## src/rtl/wake_ind_pkg.sv

```systemverilog
package wake_ind_pkg;
  localparam int NSRC = 2;

  typedef enum logic [0:0] {
    SRC_FRAME = 1'b0,
    SRC_MAGIC = 1'b1
  } wake_src_e;

  typedef enum logic {
    DRV_OPEN_DRAIN = 1'b0,
    DRV_PUSH_PULL  = 1'b1
  } drv_e;

  typedef enum logic {
    MODE_LEVEL = 1'b0,
    MODE_PULSE = 1'b1
  } pin_mode_e;
endpackage

```

## src/rtl/wake_src_latch.sv

```systemverilog
module wake_src_latch
  import wake_ind_pkg::*;
#(
  parameter int N = NSRC
) (
  input  logic         clk,
  input  logic         rst,
  input  logic [N-1:0] rx_i,
  input  logic [N-1:0] en_i,
  input  logic         clr_we_i,
  input  logic [N-1:0] clr_mask_i,
  input  logic         wol_en_i,
  input  logic         ed_en_i,
  input  logic         phy_ed_i,
  output logic [N-1:0] sts_o,
  output logic         cond_o,
  output logic         rise_o
);
  logic [N-1:0] sts_q;
  logic         cond_q;
  logic         wake_now;

  for (genvar g = 0; g < N; g++) begin : g_sts
    always_ff @(posedge clk) begin
      if (rst) sts_q[g] <= 1'b0;
      else     sts_q[g] <= (rx_i[g] & en_i[g]) |
                           (sts_q[g] & ~(clr_we_i & clr_mask_i[g]));
    end
  end

  always_comb begin
    wake_now = (wol_en_i & (|sts_q)) | (ed_en_i & phy_ed_i);
  end

  always_ff @(posedge clk) begin
    if (rst) cond_q <= 1'b0;
    else     cond_q <= wake_now;
  end

  assign sts_o  = sts_q;
  assign cond_o = cond_q;
  assign rise_o = wake_now & ~cond_q;
endmodule

```

## src/rtl/wake_int_status.sv

```systemverilog
module wake_int_status (
  input  logic clk,
  input  logic rst,
  input  logic cond_i,
  input  logic clr_we_i,
  input  logic irq_en_i,
  output logic sts_o,
  output logic irq_o
);
  logic sts_q;
  logic irq_q;

  always_ff @(posedge clk) begin
    if (rst) begin
      sts_q <= 1'b0;
      irq_q <= 1'b0;
    end else begin
      sts_q <= cond_i | (sts_q & ~clr_we_i);
      irq_q <= sts_q & irq_en_i;
    end
  end

  assign sts_o = sts_q;
  assign irq_o = irq_q;
endmodule

```

## src/rtl/wake_pin_drive.sv

```systemverilog
module wake_pin_drive
  import wake_ind_pkg::*;
#(
  parameter int PULSE_CYC = 1000,
  parameter int CW        = $clog2(PULSE_CYC + 1)
) (
  input  logic          clk,
  input  logic          rst,
  input  logic          cond_i,
  input  logic          rise_i,
  input  logic          pin_en_i,
  input  pin_mode_e     mode_i,
  input  logic          pol_i,
  input  drv_e          drv_i,
  output logic [CW-1:0] cnt_o,
  output logic          act_o,
  output logic          data_o,
  output logic          oe_o
);
  logic [CW-1:0] cnt_q;
  logic          act_now;
  logic          act_q, data_q, oe_q;

  always_ff @(posedge clk) begin
    if (rst)                 cnt_q <= '0;
    else if (rise_i)         cnt_q <= CW'(PULSE_CYC);
    else if (cnt_q != '0)    cnt_q <= cnt_q - 1'b1;
  end

  always_comb begin
    act_now = pin_en_i & cond_i;
    if (mode_i == MODE_PULSE) act_now = act_now & (cnt_q != '0);
  end

  always_ff @(posedge clk) begin
    if (rst) begin
      act_q  <= 1'b0;
      data_q <= 1'b0;
      oe_q   <= 1'b0;
    end else begin
      act_q  <= act_now;
      data_q <= pol_i ? act_now : ~act_now;
      oe_q   <= (drv_i == DRV_PUSH_PULL) ? 1'b1 : act_now;
    end
  end

  assign cnt_o  = cnt_q;
  assign act_o  = act_q;
  assign data_o = data_q;
  assign oe_o   = oe_q;
endmodule

```

## src/rtl/wake_ind_gen.sv

```systemverilog
module wake_ind_gen
  import wake_ind_pkg::*;
#(
  parameter int CLK_HZ   = 100_000_000,
  parameter int PULSE_MS = 50
) (
  input  logic       clk,
  input  logic       rst,
  input  logic       wuf_rx_i,
  input  logic       mpkt_rx_i,
  input  logic       phy_ed_i,
  input  logic       wuf_en_i,
  input  logic       mpkt_en_i,
  input  logic       wol_en_i,
  input  logic       ed_en_i,
  input  logic       wsts_clr_we_i,
  input  logic [1:0] wsts_clr_mask_i,
  input  logic       int_clr_we_i,
  input  logic       irq_en_i,
  input  logic       pin_en_i,
  input  logic       pin_pulse_i,
  input  logic       pin_pol_i,
  input  logic       pin_pp_i,
  output logic [1:0] wake_sts_o,
  output logic       int_sts_o,
  output logic       irq_o,
  output logic       pin_data_o,
  output logic       pin_oe_o
);
  localparam int PULSE_CYC = CLK_HZ / 1000 * PULSE_MS;
  localparam int CW        = $clog2(PULSE_CYC + 1);

  logic [NSRC-1:0] rx_vec, en_vec;
  logic            cond_q, rise;
  logic [CW-1:0]   pulse_cnt;
  logic            pin_act;

  assign rx_vec[SRC_FRAME] = wuf_rx_i;
  assign rx_vec[SRC_MAGIC] = mpkt_rx_i;
  assign en_vec[SRC_FRAME] = wuf_en_i;
  assign en_vec[SRC_MAGIC] = mpkt_en_i;

  wake_src_latch #(.N(NSRC)) u_src (
    .clk        (clk),
    .rst        (rst),
    .rx_i       (rx_vec),
    .en_i       (en_vec),
    .clr_we_i   (wsts_clr_we_i),
    .clr_mask_i (wsts_clr_mask_i),
    .wol_en_i   (wol_en_i),
    .ed_en_i    (ed_en_i),
    .phy_ed_i   (phy_ed_i),
    .sts_o      (wake_sts_o),
    .cond_o     (cond_q),
    .rise_o     (rise)
  );

  wake_int_status u_int (
    .clk      (clk),
    .rst      (rst),
    .cond_i   (cond_q),
    .clr_we_i (int_clr_we_i),
    .irq_en_i (irq_en_i),
    .sts_o    (int_sts_o),
    .irq_o    (irq_o)
  );

  wake_pin_drive #(.PULSE_CYC(PULSE_CYC), .CW(CW)) u_pin (
    .clk      (clk),
    .rst      (rst),
    .cond_i   (cond_q),
    .rise_i   (rise),
    .pin_en_i (pin_en_i),
    .mode_i   (pin_mode_e'(pin_pulse_i)),
    .pol_i    (pin_pol_i),
    .drv_i    (drv_e'(pin_pp_i)),
    .cnt_o    (pulse_cnt),
    .act_o    (pin_act),
    .data_o   (pin_data_o),
    .oe_o     (pin_oe_o)
  );
endmodule

```

## config.mk

```make
export PLATFORM = sky130hd
export DESIGN_NAME = wake_ind_gen
export DESIGN_NICKNAME = d
export VERILOG_FILES = /design/src/rtl/wake_ind_pkg.sv /design/src/rtl/wake_src_latch.sv /design/src/rtl/wake_int_status.sv /design/src/rtl/wake_pin_drive.sv /design/src/rtl/wake_ind_gen.sv
export SDC_FILE = /design/constraint.sdc
export NUM_CORES = 1
export LEC_CHECK = 0
export ABC_AREA = 1
export BUFFER_PORTS_ARGS = -buffer_cell sky130_fd_sc_hd__buf_2
export CAP_MARGIN = 20
export CORE_MARGIN = 3
export CORE_UTILIZATION = 56
export CTS_CLUSTER_SIZE = 40
export DETAILED_ROUTE_END_ITERATION = 12
export MAX_ROUTING_LAYER = met4
export PLACE_DENSITY_LB_ADDON = 0.12
export SLEW_MARGIN = 20
export SYNTH_ARGS = -nofsm -noshare
export SYNTH_HDL_FRONTEND = slang
export SYNTH_SLANG_ARGS = --single-unit
```

## constraint.sdc

```tcl
create_clock -name clk -period 1.6 [get_ports clk]
set_input_delay 0.16 -clock clk [delete_from_list [all_inputs] [get_ports clk]]
set_output_delay 0.16 -clock clk [all_outputs]
set_load 0.05 [all_outputs]
```

After elaboration in Yosys (flattened, before gate mapping)
Cells that the tools add are included.
Widths: inputs -> output; s select.

storage, ports and cells
  output and inout bits = 6
  word-level logic and storage cells = 41
  memories kept = 0
  bits in latches = 0
  register bits = 30
  memory bits (writable) = 0
  ROM bits = 0

operators by class
  divide/modulo/power cells = 0
  reductions and logical operators = 4
  multiplexer cells = 5
  $lt $le $gt $ge = 0
  shift operators = 0
  add/sub/neg operators = 1
  multiply operators = 0
  eq/ne operators = 0
  bitwise operators = 22

operator list
  operator               number
  $mux 23                2
  $reduce_bool 23->1     1
  $sub 23x1->23 const B  1
  $and 1x1->1            13
  $not 1->1              5
  $or 1x1->1             4
  $reduce_or 2->1        2
  $mux 1                 3
  $reduce_bool 2->1      1

Depth between registers and ports, before layout
Gate-level depths: netlist of the first run.

  word-level depth = 5
  depth in mapped cells = 9
  depth with buffers taken out = 9

By module
From an unflattened synthesis of the first run, not the netlist that was laid out.

unflattened totals
  cell total of the unflattened synthesis = 232
  area, all modules = 1677.9 um^2

modules (own cells, without submodules)
  module           instances  area each (um^2)  cells an instance
  wake_pin_drive   1          1495.2            208
  wake_src_latch   1          115.1             15
  wake_int_status  1          67.6              9

Least setup slack after synthesis of the first run
OpenSTA, ideal clock, no wires.

  path type = flip-flop to flip-flop
  from = reg u_src.sts_q[0], in the netlist u_src.sts_o[0]
  to = reg u_pin.cnt_q[0], in the netlist u_pin.cnt_o[0]
  setup time = 0.114 ns
  path buffers = 2
  required time = 1.486 ns
  stages on the path, launching flop included = 8
  data arrival time = 1.488 ns
  path slack = -0.003 ns
  path through = dfxtp_1 o21ai_1 and2_1 or2_1 buf_4 nand2_8 buf_8 nor2_1

between the ends
  cells in the longest elaborated chain, start to end = 5

ends and longest elaborated chain
  element                          RTL line              RTL
  start, declared                  wake_src_latch.sv:19  logic [N-1:0] sts_q;
  start signal, assigned by index  wake_src_latch.sv:26  else sts_q[g] <= (rx_i[g] & en_i[g]) |
  $reduce_or 2->1                  wake_src_latch.sv:32  wake_now = (wol_en_i & (|sts_q)) | (ed_en_i & phy_ed_i);
  $and 1x1->1                      wake_src_latch.sv:32
  $or 1x1->1                       wake_src_latch.sv:32
  $and 1x1->1                      wake_src_latch.sv:42  assign rise_o = wake_now & ~cond_q;
  $reduce_or 2->1 (no line)        n/a
  end signal, assigned             wake_pin_drive.sv:26  else if (rise_i) cnt_q <= CW'(PULSE_CYC);
  end signal, assigned             wake_pin_drive.sv:27  else if (cnt_q != '0) cnt_q <= cnt_q - 1'b1;
  end, declared                    wake_pin_drive.sv:20  logic [CW-1:0] cnt_q;

No other way between the ends.
A chain may end at the register's enable or synchronous reset.

Worst setup path after layout of the first run
  from = reg u_pin.cnt_q[0], in the netlist u_pin.cnt_o[0]
  to = reg u_pin.cnt_q[0], in the netlist u_pin.cnt_o[0]

between the ends
  cells in the longest elaborated chain, start to end = 1
  elaborated cells between the ends (all ways) = 2
  those cells by class = add/sub: 1; reduce/logical: 1

ends and longest elaborated chain
  element                                              RTL line
  $sub 23x1->23 or $reduce_bool 23->1 (tied branches)  wake_pin_drive.sv:27

Parallel ways exist; a longest one is shown, timed or not.

==> metrics.cfg, run 1 <==
[run_status]
status=finished clean

[logic_synthesis]
synth.most_common_cell=nand2_1
synth-edff-count=0
synth_cells=237
synth_top_cell_by_area=dfxtp_1
async_reset_ff_frac=0
synthesis.nets=257
synth_seq_cells=30
synth_area_sq_um=1690
yosys.area_share.xor_xnor=0.0465
yosysSeqAreaShare=0.355
synthMuxAreaShare=0
synth_area_leaders=dfxtp_1, nand2_1, nor2_1, nand3_1, inv_1
netlist-cell-type-count=32
synthAdderAreaFrac=0.0148
synth_flop_cell=dfxtp_1
yosys.area.top_type_share=0.355
syn_area_per_cell_sq_um=7.15
synth_compound_area_frac=0.0628
yosys.area_share.simple=0.457
synth_top_family_by_area=simple AND/OR/NAND/NOR gates
yosys-top-cells-count=nand2_1, nor2_1, dfxtp_1
ys_warn_count=0

[detailed_routing]
drc=0
vias=1507
routed_wl_um=3430
wl_met2_um=1520
drt_iter0_markers=78
highest_layer=met4
wl_met3_um=205
post_drt_wl_per_cell_um=11.5
viasPerCell=5.06
routedLengthMet1_um=1630
dr.pass1.iters=4
ant_nets=0

[sta]
max_freq_ghz=0.673
fin_crit_ns=1.49
skew_ns=0.00370
tns_ns=0
post-route-period-util=0.929
slew-limit-headroom=0.814
holdWs_ns=0.0362
tightest_slew_ns=0.279
finalMaxSlewViolations=0
setup_violations=0
hold_viol=0
rsz0062_at_grt=false

[setup_path]
crit_path_cell_trace=inv_1 > ha_1 > nand2_1 > nor2_2 > nand3_4 > xor2_1 > nor2_1
crit_path_end_kind=flip-flop
crit_slowest_cell=dfxtp_1
critPathMaxStageDelay_ns=0.33
crit_path_start_kind=flip-flop
path_buf_inv=1
cp_max_fo=18
critPathTopFamily=simple AND/OR/NAND/NOR gates
worstPathRequired_ns=1.88
critical_path_class=reg2reg
worst_ep_arrival_time_ns=1.76

[die]
start_util=0.599
row_count=19
core_area_sq_um=2830
die_area_sq_um=3720
die_h_um=61
boundaryPins=24
die_w_um=61

[global_routing]
grt_overflow=0
antenna_found_initial=0
grt_pass1_wl_um=5700
grtUsageTotal=0.219
grt_max_degree=19
grt_pass1_vias=1304

[pwr]
finalPower_mw=2.67
power_density_nw_per_um2=1410
power_leakage_nw=0.900
vdd_drop_max_mv=0.889

[final_layout]
drive_above_1_share=0.236
stdcell_count=298
antenna_cells=0
syn_to_final_growth_pct=11.7
layout.nets=287

[job]
drv_cap=0

[clock_tree]
cts.sinks=30
cts_tree=done
root_buffer=clkbuf_4
cts_resized=0
clock_latency_ns=0.33
cts_buffers=5
cts_max_level=2
clk_path_buf_depth=2
clk_pin_slew_ns=0.09

[placement]
dp_cells=290
gp_congestion=0.895
port_buffers=23
dp_hpwl_um=2650

[hold_path]
hold_path.class=in2reg

[final cells by class]
class,count,area [sq um]
multi-input combinational,184,985
fill,266,937
inverter,19,71.3
tap,31,38.8
clock inverter,2,10.0
timing repair buffer,27,148
clock buffer,5,37.5
sequential,30,602
[through the flow]
step	util	area, sq um	worst slack (ns)
after floorplan	-	1700	0.0318
after global placement	0.648	1830	0.145
after detailed placement	0.648	1830	0.119
after CTS	0.669	1890	0.106
after global routing	0.669	1890	0.000848
final	0.669	1890	0.113
[worst register-to-register path, stage by stage, from the launching register on]
cell and delay (ns):
dfxtp_1 0.33, inv_1 0.15, ha_1 0.20, nand2_1 0.06, nor2_2 0.15, nand3_4 0.23
xor2_1 0.23, nor2_1 0.09
[registers in the layout, summed over array words and instances, names as in the netlist]
name	count
u_src.cond_o	1
u_pin.oe_o	1
u_src.sts_o	2
u_pin.data_o	1
u_int.irq_o	1
u_pin.cnt_o	23
u_int.sts_o	1
[worst paths after layout]
check / startpoint / end / slack [ns] / cells past startpoint
setup / recovery: u_pin.cnt_o[0]$_SDFFE_PP0P_ / u_pin.cnt_o[0]$_SDFFE_PP0P_ / 0.11 / 7
hold / removal: irq_en_i / u_int.irq_o$_SDFF_PP0_ / 0.04 / 3
setup reg to reg: u_pin.cnt_o[0]$_SDFFE_PP0P_ / u_pin.cnt_o[0]$_SDFFE_PP0P_ / 0.11 / 7
hold reg to reg: u_int.sts_o$_SDFF_PP0_ / u_int.irq_o$_SDFF_PP0_ / 0.46 / 2
[metal layers]
layer	track usage	up-vias
li1	-	808
met2	0.318	32
met1	0.284	659
met5	-	-
met3	0.0660	8
met4	0.0836	0
[logic make-up (layout without fill, tap and decap cells)]
kind of cell               Yosys count  in the layout
and+or+nand+nor                    154            154
DFF                                 30             30
buffers and inverters               23             53
AOI/OAI and AO/OA                   19             19
xor gates and xnor gates             9              9
adders and majority gates            2              2
[placed cells by master (no fill, tap or decap), types with 2 or more instances in the layout]
master,synthesis,layout
nand2_1,56,56
nor2_1,46,46
dfxtp_1,30,29
buf_2,0,23
inv_1,19,19
nand3_1,15,15
a21oi_1,13,13
nor2_2,8,8
xnor2_1,7,7
nand4_1,6,6
clkbuf_4,0,5
nor2_4,4,4
nand3_2,4,4
nand2_2,3,3
buf_4,1,3
and2_1,2,2
xor2_1,2,2
a21oi_2,2,2
nor3b_2,2,2
o21ai_0,2,2
ha_1,2,2
clkinv_2,0,2
[power breakdown]
group | switching [mW] | leakage, nW | internal, mW
logic | 0.808 | 0.622 | 0.464
clock network | 0.257 | 0.0308 | 0.157
registers | 0.117 | 0.247 | 0.866
total | 1.18 | 0.900 | 1.49
[what timing repair did]
| action | in CTS | in global routing |
|---|---|---|
| hold endpoints to repair | 1 | 0 |
| hold buffers | 1 | 0 |
| setup buffers | 0 | 0 |
Power figures use the tool's default switching activity.
==> inputs of run 2 (changes only) <==
--- a/config.mk
+++ b/config.mk
@@ -6,7 +6,7 @@
 export NUM_CORES = 1
 export LEC_CHECK = 0
 export ABC_AREA = 1
-export BUFFER_PORTS_ARGS = -buffer_cell sky130_fd_sc_hd__buf_2
+export BUFFER_PORTS_ARGS = -buffer_cell sky130_fd_sc_hd__buf_4
 export CAP_MARGIN = 20
 export CORE_MARGIN = 3
 export CORE_UTILIZATION = 56
@@ -14,6 +14,7 @@
 export DETAILED_ROUTE_END_ITERATION = 12
 export MAX_ROUTING_LAYER = met4
 export PLACE_DENSITY_LB_ADDON = 0.12
+export SETUP_SLACK_MARGIN = 0.3
 export SLEW_MARGIN = 20
 export SYNTH_ARGS = -nofsm -noshare
 export SYNTH_HDL_FRONTEND = slang
==> metrics.cfg, run 2 (synthesis results as in run 1) <==
[run_status]
status=finished clean

[final_layout]
multi_input_area_sq_um=1200  ; +22%
drive_above_1_share=0.466  ; +0.230
fin_util=0.820  ; +0.151
stdcell_count=312  ; +4.7%
final_common_cell=nand2_1
syn_to_final_growth_pct=36.9
final_cell_mix=nand2_1, buf_4, nor2_1, nor2_4, inv_1
layout.nets=300  ; +4.5%
antenna_cells=0  ; unchanged
regArea_sq_um=633  ; +5.2%
n_fill_cell=168  ; -37%
largest_reg_flops=23  ; unchanged

[die]
die_w_um=61  ; unchanged
start_util=0.599  ; unchanged
die_area_sq_um=3720  ; unchanged
die_h_um=61  ; unchanged
core_area_sq_um=2830  ; unchanged
boundaryPins=24  ; unchanged
row_count=19  ; unchanged

[setup_path]
critPathMaxStageDelay_ns=0.38  ; +0.05 ns
worst_ep_arrival_time_ns=1.63  ; -0.13 ns
worstPathRequired_ns=1.84  ; -0.04 ns
crit_path_end_kind=flip-flop
cp_max_fo=3  ; -15
crit_slowest_cell=dfxtp_4
critical_path_class=reg2reg
crit_path_cell_trace=inv_4 > ha_4 > nand3_2 > nor2_4 > nand4_1 > a21oi_1 > nor2_1
crit_path_start_kind=flip-flop

[placement]
dp_hpwl_um=2630  ; -0.75%
dp_cells=289  ; -0.34%
port_buffers=23  ; unchanged
gp_congestion=0.891  ; -0.45%

[global_routing]
grt_max_degree=16  ; -3
grtUsageTotal=0.255  ; +0.0363
grt_pass1_wl_um=6640  ; +17%
grt_overflow=0  ; unchanged
antenna_found_initial=0  ; unchanged
grt_pass1_vias=1505  ; +15%

[detailed_routing]
routed_wl_um=4420  ; +29%
drc=0  ; unchanged
drt_iter0_markers=116  ; +49%
post_drt_wl_per_cell_um=14.2  ; +23%
viasPerCell=5.39  ; +6.7%
dr.pass1.iters=4  ; unchanged
vias=1683  ; +12%
ant_nets=0  ; unchanged

[pwr]
power_leakage_nw=1.03  ; +15%
power_density_nw_per_um2=1420  ; +0.37%
finalPower_mw=3.29  ; +23%
vdd_drop_max_mv=1.27  ; +43%

[sta]
rsz0062_at_grt=true
tns_ns=0  ; unchanged
hold_viol=0  ; unchanged
post-route-period-util=0.866  ; -0.0633
tightest_slew_ns=0.236  ; -0.0426 ns
finalMaxSlewViolations=0  ; unchanged
setup_violations=0  ; unchanged
max_freq_ghz=0.722  ; +7.3%
fin_crit_ns=1.39  ; -0.101 ns
skew_ns=0.0112  ; +0.00751 ns
holdWs_ns=0.0251  ; -0.0110 ns
slew-limit-headroom=0.842  ; +0.0282

[clock_tree]
root_buffer=clkbuf_4
cts_buffers=5  ; unchanged
clock_latency_ns=0.35  ; +0.02 ns
cts_max_level=2  ; unchanged
clk_pin_slew_ns=0.09  ; about the same
cts.sinks=30  ; unchanged
clk_path_buf_depth=2  ; unchanged
cts_tree=done

[hold_path]
hold_path.class=in2reg

[job]
drv_cap=0  ; unchanged

-- run 2: cell count changes in the layout (fill, tap and decap cells not counted), moves of 5 or more --
cell     previous run  this run
buf_4               3        35
buf_2              23         0
dfxtp_1            29        12
nor2_1             46        29
nor2_4              4        18
dfxtp_2             1        14
nand3_1            15         8
nand3_2             4        10
nand2_1            56        51
-- run 2: power breakdown --
part | leakage, nW | switching [mW] | internal [mW]
sequential | 0.254 | 0.179 | 0.887
combinational | 0.749 | 1.05 | 0.734
clock | 0.0286 | 0.276 | 0.163
total | 1.03 | 1.50 | 1.78
-- run 2: metal layers --
layer  GRT usage  wire length (um)  up-vias
met4       0.133               203        0
met1       0.309              1850      777
met3      0.0638               200       16
li1            -                 -      839
met5           -                 0        -
met2       0.388              2170       51
-- run 2: critical path, delay by kind of cell, from the launching register on --
kind	cells	cell delay [ns]
simple gates	4	0.50
fa+ha+maj	1	0.13
buf+inv	1	0.08
compound gates	1	0.20
flops	1	0.38
-- run 2: area by class of cell --
type                       instances  share of cell area
clock buffer                       5              0.0162
tap                               31              0.0167
multi-input combinational        184               0.517
inverter                          19              0.0329
timing repair buffer              40               0.137
sequential                        30               0.273
clock inverter                     3             0.00701
-- run 2: final timing paths --
path / start / end / slack [ns] / cells after the start
hold reg to reg: u_int.sts_o$_SDFF_PP0_ / u_int.irq_o$_SDFF_PP0_ / 0.46 / 2
setup reg to reg: u_pin.cnt_o[1]$_SDFFE_PP0P_ / u_pin.data_o$_SDFF_PP0_ / 0.21 / 7
hold / removal: pin_pp_i / u_pin.oe_o$_SDFF_PP0_ / 0.03 / 3
setup / recovery: u_pin.cnt_o[1]$_SDFFE_PP0P_ / u_pin.data_o$_SDFF_PP0_ / 0.21 / 7
-- run 2: what timing repair did --
item / 4_1_cts / 5_1_grt
cloned: 0 / 0
setup endpoints to repair: 24 / 25
hold buffers: 1 / 0
setup buffers: 10 / 4
resized for setup: 25 / 53
pin swaps: 11 / 25
hold endpoints to repair: 1 / 0
-- run 2: through the flow --
stage | setup WS (ns) | cell area (sq um)
CTS | 0.255 | 2120
global route | 0.124 | 2320
global placement | 0.201 | 1900
finish | 0.214 | 2320
detailed placement | 0.145 | 1900
floorplan | 0.271 | 1710
==> inputs of run 3 (changes only) <==
--- a/config.mk
+++ b/config.mk
@@ -14,6 +14,7 @@
 export DETAILED_ROUTE_END_ITERATION = 12
 export MAX_ROUTING_LAYER = met4
 export PLACE_DENSITY_LB_ADDON = 0.12
+export REMOVE_ABC_BUFFERS = 1
 export SETUP_SLACK_MARGIN = 0.3
 export SLEW_MARGIN = 20
 export SYNTH_ARGS = -nofsm -noshare
==> metrics.cfg, run 3 (synthesis results as in run 1) <==
[run_status]
status=finished clean

[die]
start_util=0.599  ; unchanged
die_area_sq_um=3720  ; unchanged
boundaryPins=24  ; unchanged
core_area_sq_um=2830  ; unchanged
row_count=19  ; unchanged
die_w_um=61  ; unchanged
die_h_um=61  ; unchanged

[setup_path]
critPathMaxStageDelay_ns=0.38  ; about the same
crit_slowest_cell=dfxtp_4
crit_path_start_kind=flip-flop
cp_max_fo=5  ; +2
path_buf_inv=2  ; +1
worstPathRequired_ns=1.84  ; about the same
crit_path_end_kind=flip-flop
critical_path_class=reg2reg
worst_ep_arrival_time_ns=1.66  ; +0.03 ns
crit_path_cell_trace=inv_4 > ha_4 > nand2_1 > nor2_4 > buf_12 > nand3_4 > nand3_2 > a21oi_1
critPathTopFamily=simple AND/OR/NAND/NOR gates

[clock_tree]
clk_path_buf_depth=2  ; unchanged
cts_tree=done
cts_max_level=2  ; unchanged
clk_pin_slew_ns=0.10  ; about the same
root_buffer=clkbuf_4
clock_latency_ns=0.35  ; about the same
cts_buffers=5  ; unchanged
cts.sinks=30  ; unchanged

[pwr]
power_leakage_nw=1.04  ; +0.39%
vdd_drop_max_mv=0.888  ; -30%
power_density_nw_per_um2=1510  ; +6.6%

[final_layout]
syn_to_final_growth_pct=37.4
final_cell_mix=nand2_1, buf_4, nor2_1, inv_1, nor2_4
largest_reg_flops=23  ; unchanged
fin_util=0.823  ; +0.00310
antenna_cells=0  ; unchanged
final_common_cell=nand2_1
drive_above_1_share=0.430  ; -0.0361
layout.nets=305  ; +1.7%

[global_routing]
antenna_found_initial=0  ; unchanged
grt_overflow=0  ; unchanged
grt_pass1_wl_um=7070  ; +6.3%
use_met1=0.300  ; -0.00897
use_met2=0.452  ; +0.0641
grt.busiest_layer=met2
grt_pass1_vias=1629  ; +8.2%
grt_max_degree=16  ; unchanged
grtUsageTotal=0.276  ; +0.0211
use_met3=0.0617  ; -0.00213

[sta]
hold_viol=0  ; unchanged
fin_crit_ns=1.42  ; +0.0324 ns
skew_ns=0.00873  ; -0.00248 ns
rsz0062_at_grt=true
tightest_slew_ns=0.252  ; +0.0153 ns
max_freq_ghz=0.705  ; -2.3%
finalMaxSlewViolations=0  ; unchanged
setup_violations=0  ; unchanged
post-route-period-util=0.886  ; +0.0203
fin_ws_ns=0.182  ; -0.0324 ns
slew-limit-headroom=0.832  ; -0.0102
tns_ns=0  ; unchanged

[job]
drv_cap=0  ; unchanged

[placement]
gp_congestion=0.913  ; +2.4%
port_buffers=23  ; unchanged
dp_hpwl_um=2670  ; +1.5%
pre_cts_ws_ns=0.100  ; -0.0446 ns

[detailed_routing]
drt_iter0_markers=175  ; +51%
vias=1830  ; +8.7%
dr.pass1.iters=4  ; unchanged
viasPerCell=5.77  ; +7.0%
ant_nets=0  ; unchanged
drc=0  ; unchanged
routed_wl_um=5060  ; +15%
post_drt_wl_per_cell_um=16.0  ; +13%

[hold_path]
hold_path.class=in2reg

[run 3: cell types whose count changed in the layout (fill, tap and decap cells not counted), moves of 2 or more]
cell,change
buf_4,+4
buf_6,-3
dfxtp_1,+4
dfxtp_2,-4
nand2_1,+2
nand2_2,-2
nand3_1,+5
nand3_2,-4
nand3_4,+2
[run 3: path summary, 6_finish.rpt]
path / slack (ns) / start / cells past startpoint / to
worst max register to register: 0.18 / u_pin.cnt_o[1]$_SDFFE_PP0P_ / 8 / u_pin.cnt_o[6]$_SDFFE_PP0P_
worst max-delay path: 0.18 / u_pin.cnt_o[1]$_SDFFE_PP0P_ / 8 / u_pin.cnt_o[6]$_SDFFE_PP0P_
worst min register to register: 0.49 / u_src.sts_o[1]$_SDFF_PP0_ / 2 / u_src.sts_o[1]$_SDFF_PP0_
worst min-delay path: 0.03 / pin_pp_i / 3 / u_pin.oe_o$_SDFF_PP0_
[run 3: power by group]
part           internal [mW]  switching [mW]
clock                  0.213           0.278
combinational          0.800            1.16
sequential             0.889           0.177
[run 3: timing repair]
action                                  4_1_cts  5_1_grt
setup buffers                                11        5
pin swaps                                    17       14
endpoints found under the setup margin       25       25
endpoints found under the hold margin         1        0
resized for setup                            39       29
cloned                                        1        2
hold buffers                                  1        0
[run 3: cell type report]
type                            count  area, sq um
Multi-Input combinational cell    187         1190
Fill cell                         167          500
Tap cell                           31         38.8
Inverter                           19         73.8
Timing Repair Buffer               42          334
Sequential cell                    30          628
Clock buffer                        7         55.1
Clock inverter                      1         5.00
[run 3: worst reg2reg max path, cell delays in order (launching register included)]
cell and delay [ns]:
dfxtp_4 0.38, inv_4 0.07, ha_4 0.15, nand2_1 0.09, nor2_4 0.18, buf_12 0.14
nand3_4 0.13, nand3_2 0.11, a21oi_1 0.07
[run 3: per-layer routing]
layer | share of wire | vias up | routed length, um
li1 | - | 864 | -
met1 | 0.38 | 822 | 1910
met2 | 0.48 | 106 | 2450
met3 | 0.088 | 38 | 443
met4 | 0.051 | 0 | 260
met5 | 0 | - | 0
[run 3: through the flow]
| step | instance area [sq um] | power, mW | instances | hold slack, ns |
|---|---|---|---|---|
| 5_1_grt | 2330 | 3.73 | 317 | 0.0412 |
| 3_3_place_gp | 1880 | 2.26 | 289 | 0.359 |
| 2_1_floorplan | 1660 | 2.02 | 233 | 0.222 |
| 6_report | 2330 | 3.51 | 317 | 0.0280 |
| 4_1_cts | 2170 | 3.11 | 310 | 0.0291 |
| 3_5_place_dp | 1880 | 2.28 | 289 | 0.362 |
